<file path="src/rtl/tcam_lpm_pkg.sv">
package tcam_lpm_pkg;
  // Strobes passed from control to datapath
  typedef struct packed {
    logic tableWrite;   // update one entry this edge
    logic entryValid;   // value written into the entry's valid flag
    logic search;       // register a lookup result this edge
  } tcamStrobe_t;
endpackage

</file>
<file path="src/rtl/tcam_lpm_ctrl.sv">
module tcam_lpm_ctrl
  import tcam_lpm_pkg::*;
(
  input  logic        wrEn,
  input  logic        wrValid,
  input  logic        keyValid,
  output tcamStrobe_t strobe
);
  always_comb begin
    strobe.tableWrite = wrEn;
    strobe.entryValid = wrValid;
    strobe.search     = keyValid;
  end
endmodule

</file>
<file path="src/rtl/tcam_lpm_dp.sv">
module tcam_lpm_dp
  import tcam_lpm_pkg::*;
#(
  parameter int DEPTH = 16,
  parameter int KEY_W = 32,
  parameter int RES_W = 8,
  localparam int IDX_W = $clog2(DEPTH)
) (
  input  logic             clk,
  input  logic             rstN,
  input  tcamStrobe_t      strobe,
  input  logic [IDX_W-1:0] wrIndex,
  input  logic [KEY_W-1:0] wrValue,
  input  logic [KEY_W-1:0] wrCare,
  input  logic [RES_W-1:0] wrResult,
  input  logic [KEY_W-1:0] key,
  output logic             hit,
  output logic [RES_W-1:0] result
);
  logic [DEPTH-1:0] entryValid;
  logic [KEY_W-1:0] entryValue [DEPTH];
  logic [KEY_W-1:0] entryCare  [DEPTH];
  logic [RES_W-1:0] entryRes   [DEPTH];
  logic [DEPTH-1:0] matchLine;

  // One storage slot and one match line per entry
  for (genvar i = 0; i < DEPTH; i++) begin : gEntry
    always_ff @(posedge clk or negedge rstN) begin
      if (!rstN) begin
        entryValid[i] <= 1'b0;
        entryValue[i] <= '0;
        entryCare[i]  <= '0;
        entryRes[i]   <= '0;
      end else if (strobe.tableWrite && (wrIndex == IDX_W'(i))) begin
        entryValid[i] <= strobe.entryValid;
        entryValue[i] <= wrValue & wrCare;
        entryCare[i]  <= wrCare;
        entryRes[i]   <= wrResult;
      end
    end

    assign matchLine[i] = entryValid[i] &&
                          (((key ^ entryValue[i]) & entryCare[i]) == '0);
  end

  // Priority encoder: the lowest matching index wins
  logic             anyMatch;
  logic [IDX_W-1:0] winIdx;
  always_comb begin
    anyMatch = |matchLine;
    winIdx   = '0;
    for (int i = DEPTH - 1; i >= 0; i--) begin
      if (matchLine[i]) winIdx = IDX_W'(i);
    end
  end

  always_ff @(posedge clk or negedge rstN) begin
    if (!rstN) begin
      hit    <= 1'b0;
      result <= '0;
    end else if (strobe.search && anyMatch) begin
      hit    <= 1'b1;
      result <= entryRes[winIdx];
    end else begin
      hit    <= 1'b0;
      result <= '0;
    end
  end
endmodule

</file>
<file path="src/rtl/tcam_lpm.sv">
module tcam_lpm
  import tcam_lpm_pkg::*;
#(
  parameter int DEPTH = 16,
  parameter int KEY_W = 32,
  parameter int RES_W = 8,
  localparam int IDX_W = $clog2(DEPTH)
) (
  input  logic             clk,
  input  logic             rstN,
  input  logic             wrEn,
  input  logic [IDX_W-1:0] wrIndex,
  input  logic             wrValid,
  input  logic [KEY_W-1:0] wrValue,
  input  logic [KEY_W-1:0] wrCare,
  input  logic [RES_W-1:0] wrResult,
  input  logic             keyValid,
  input  logic [KEY_W-1:0] key,
  output logic             hit,
  output logic [RES_W-1:0] result
);
  tcamStrobe_t strobe;

  tcam_lpm_ctrl uCtrl (
    .wrEn     (wrEn),
    .wrValid  (wrValid),
    .keyValid (keyValid),
    .strobe   (strobe)
  );

  tcam_lpm_dp #(.DEPTH(DEPTH), .KEY_W(KEY_W), .RES_W(RES_W)) uDp (
    .clk      (clk),
    .rstN     (rstN),
    .strobe   (strobe),
    .wrIndex  (wrIndex),
    .wrValue  (wrValue),
    .wrCare   (wrCare),
    .wrResult (wrResult),
    .key      (key),
    .hit      (hit),
    .result   (result)
  );
endmodule

</file>
<file path="config.mk">
export PLATFORM = sky130hd
export DESIGN_NAME = tcam_lpm
export DESIGN_NICKNAME = d
export VERILOG_FILES = /design/src/rtl/tcam_lpm_pkg.sv /design/src/rtl/tcam_lpm_ctrl.sv /design/src/rtl/tcam_lpm_dp.sv /design/src/rtl/tcam_lpm.sv
export SDC_FILE = /design/constraint.sdc
export NUM_CORES = 2
export LEC_CHECK = 0
export BUFFER_PORTS_ARGS = -buffer_cell sky130_fd_sc_hd__buf_2
export CAP_MARGIN = 20
export CORE_MARGIN = 10
export CORE_UTILIZATION = 50
export CTS_BUF_LIST = sky130_fd_sc_hd__clkbuf_8
export DETAILED_ROUTE_END_ITERATION = 10
export HOLD_SLACK_MARGIN = 0.1
export MAX_ROUTING_LAYER = met4
export PLACE_DENSITY = 0.66
export SETUP_SLACK_MARGIN = 0.4
export SLEW_MARGIN = 20
export SYNTH_ARGS = -nofsm -noshare
export SYNTH_HDL_FRONTEND = slang
export SYNTH_HIERARCHICAL = 1
export SYNTH_SLANG_ARGS = --single-unit
</file>
<file path="constraint.sdc">
create_clock -name clk -period 4.28 [get_ports clk]
set_input_delay 1.07 -clock clk [delete_from_list [all_inputs] [get_ports clk]]
set_output_delay 1.07 -clock clk [all_outputs]
set_load 0.05 [all_outputs]
</file>
==> results by group <==
Status
  – Outcome: completed

Clocking
  – CTS Buffer Depth: 3
  – Clock tree from TritonCTS: yes
  – H-Tree Depth: 4
  – Reg clk slew, reported paths: 0.06 ns
  – CTS Buf Count: 195
  – Clock sinks: 1177
  – Clock root cell: clkbuf_8
  – Clock Latency Late Sink: 0.90 ns

Min path
  – Worst hold path depth: 2
  – Worst Hold End: uDp/entryValue[462]$_DFFE_PN0P_
  – Hold crit path type: register to register
  – Hold path startpoint: uDp/entryValue[462]$_DFFE_PN0P_

Yosys
  – Post-synthesis cell area: 0.0539 mm²
  – Post-synth EDFFs: 0
  – Post-synth ARST share: 100%
  – Post-synth top area cell: dfrtp_1
  – Syn Inst Count: 4655
  – Synth cell count leaders: dfrtp_1, nand2_1, mux2_2
  – Cell with the most instances after synthesis: dfrtp_1
  – Synth Area per Inst: 11.6 µm²
  – Warnings from Yosys: 6
  – Post-synthesis sequential area ratio: 54.6%
  – Top cell type's share of synthesized area: 54.6%
  – Synth top area cells: dfrtp_1, mux2_2, xor2_1
  – Syn_nets: 4768
  – Unique cell type count in the Yosys netlist: 59
  – Post-synthesis register bit count: 1177
  – Main synth FF type: dfrtp_1

Detailed routing
  – Via count: 41.6k
  – Post-DRT Antenna Nets: 0
  – Detailed Routing Iterations Pass 1: 8
  – Drt total wl: 203000 µm
  – Via density: 6.23
  – DRC errors left: 0
  – Avg WL per Cell: 30.4 µm
  – Initial DRC count: 5779

Floorplan
  – DIE HEIGHT: 348 µm
  – # IOs: 122
  – Die width: 348 µm
  – Initial Util: 50.4%
  – Rows: 120
  – Die area: 0.121 mm²
  – Core Area: 0.107 mm²

Place
  – RD Place Congestion: 0.982
  – DP Cell Count: 6309
  – Placed cell area: 0.0594 mm²
  – # port buffers: 121
  – DP HPWL: 134000 µm

Worst setup path
  – Worst reg2reg startpoint: uDp/entryValue[64]$_DFFE_PN0P_
  – CP Cell Sequence: buf_2 -> xor2_1 -> a22oi_2 -> nand4_1 -> nor4_4 -> buf_4 -> a22oi_2 -> a221o_1 -> a221o_2 -> clkbuf_16 -> mux2i_1 -> mux2_4 -> a222oi_1 -> o2111a_1
  – Reg-to-reg slack, setup: 0.28 ns
  – R2r endpoint: uDp/result[7]$_DFF_PN0_
  – Startpoint Class: input port
  – Crit end category: register
  – Worst r2r path cells: 13
  – CP Buf/Inv Count: 3
  – Setup CP Type: input port to register
  – Crit Path Max Fanout: 8
  – Top delay family on crit path: compound AO/OA/AOI/OAI gates
  – Crit-path slowest cell: nor4_4
  – CP max stage delay: 0.50 ns
  – Most frequent CP cell: a22oi_2
  – CP required: 5.07 ns
  – WP data arrival: 4.83 ns

Timing
  – Tmin final: 4.04 ns
  – Final Cycle Share: 94.4%
  – Fmax achieved: 247 MHz
  – Fin. max-slew vios: 0
  – RSZ-0062 raised after global routing: yes
  – Worst-Margin Slew: 1.07 ns
  – Clock Skew: 0.0539 ns
  – Worst rel slew slack: 28.4%
  – Final Setup Violations: 0
  – Hold Fails Final Rpt: 0

Final layout
  – Syn-to-layout area delta: 17.9%
  – Fraction of layout cells with a size suffix above 1: 30.5%
  – Final #Nets: 5235
  – Non-Filler Instances: 6672
  – Fin area: 0.0636 mm²
  – Fillers: 8876

Global route
  – Antenna violations before repair: 44
  – Vias in the first global route: 40.5k
  – First-pass GRT wire length: 289000 µm
  – All-Layer GR Usage: 33.8%
  – Maximum number of pins on one net before global-route repair: 129
  – GR Overflow Total: 0

Power
  – Leak pwr: 0.0299 µW
  – Maximum VDD drop: 0.000304 V
  – Power per Cell Area: 503 mW/mm²
  – Overall power: 32000 µW

Run
  – MaxCap Viol Count: 0
## area by class of cell
class	count	area [µm²]	share of cell area (%)
clock buffers	249	3430	5.39
clock inverters	84	433	0.681
flip-flops and latches	1177	29500	46.3
inverters	3	11.3	0.0177
multi-input cells	3143	23200	36.5
diodes	11	27.5	0.0433
repair buffers	602	5310	8.34
well taps	1403	1760	2.76
## state kept, by name, indices dropped and copies added (netlist names)
| register | cells |
|---|---|
| uDp/result | 8 |
| uDp/entryRes | 128 |
| uDp/entryValue | 512 |
| uDp/entryValid | 16 |
| uDp/entryCare | 512 |
| uDp/hit | 1 |
## placed cells by master (no fill, tap or decap), drive strengths merged, types with 2 or more instances in the layout
cell type / n
nand3: 38
nor2b: 2
nand3b: 2
a221oi: 23
dfrtp: 1177
and3: 9
o21ai: 523
xor2: 512
clkbuf: 254
nand4: 119
a21boi: 3
o2111a: 8
nor2: 5
buf: 596
a222oi: 29
mux2: 680
a221o: 2
clkinv: 9
mux2i: 40
inv: 76
nand2: 699
a21bo: 8
nor4: 24
a22oi: 349
nor3: 11
and2: 2
or4: 2
or3: 2
a22o: 18
diode: 11
a2bb2oi: 9
and4: 6
## worst max-delay path by stage
stage                                         from                      end  slack (ns)  cells after the start
finish                                      key[0]  uDp/result[7]$_DFF_PN0_        0.24                     14
global route                                key[1]  uDp/result[6]$_DFF_PN0_        0.16                     15
CTS                 uDp/entryValue[64]$_DFFE_PN0P_  uDp/result[0]$_DFF_PN0_        0.42                     13
detailed placement                          key[8]  uDp/result[7]$_DFF_PN0_       -0.79                     14
global placement                            key[8]  uDp/result[1]$_DFF_PN0_       -0.83                     14
floorplan                                   key[7]  uDp/result[5]$_DFF_PN0_        0.26                     15
## logic make-up (layout without fill, tap and decap cells)
logic type | after synthesis | count (layout) | share of synthesized area (%)
AO/OA/AOI/OAI | 986 | 986 | 11.8
XOR/XNOR | 512 | 512 | 8.31
buffers and inverters | 335 | 938 | 2.89
flip-flops | 1177 | 1177 | 54.6
multiplexers | 720 | 720 | 15.0
other | 0 | 11 | 0
AND/OR/NAND/NOR | 925 | 925 | 7.44
## report_power, final
part | internal [µW] | switching [µW] | leakage (µW)
clock network | 5250 | 4700 | 0.00223
registers | 13300 | 1630 | 0.0150
logic | 3310 | 3760 | 0.0128
total | 21900 | 10100 | 0.0299
## routing by layer
layer	GRT usage, %	wire length (µm)	vias to the layer above
met4	15.3	10300	0
met2	47.6	86800	2504
met5	-	0	-
met3	8.52	24900	524
li1	-	-	17500
met1	45.8	81100	21000
## what timing repair did
action	in CTS	in global routing
buffers inserted	0	16
endpoints found under the hold margin	1	0
setup endpoints to repair	8	8
hold buffers	1	0
gates resized for setup	4	21
cloned	0	1
pin swaps	0	12
## per-stage QoR
stage / setup slack [ns] / TNS, ns / utilization (%) / hold WS (ns)
after detailed placement: -0.791 / -6.17 / 55.5 / 0.489
after global routing: 0.163 / 0 / 59.4 / 0.509
final: 0.238 / 0 / 59.4 / 0.498
after global placement: -0.826 / -6.42 / 55.5 / 0.480
after CTS: 0.420 / 0 / 59.1 / 0.502
after floorplan: 0.257 / 0 / - / 0.469
## worst min-delay path, stage by stage (launching register included)
cell	delay, ns
dfrtp_1	0.35
nand2_1	0.05
o21ai_0	0.06
Note: power is estimated with default switching activity, not from simulation.
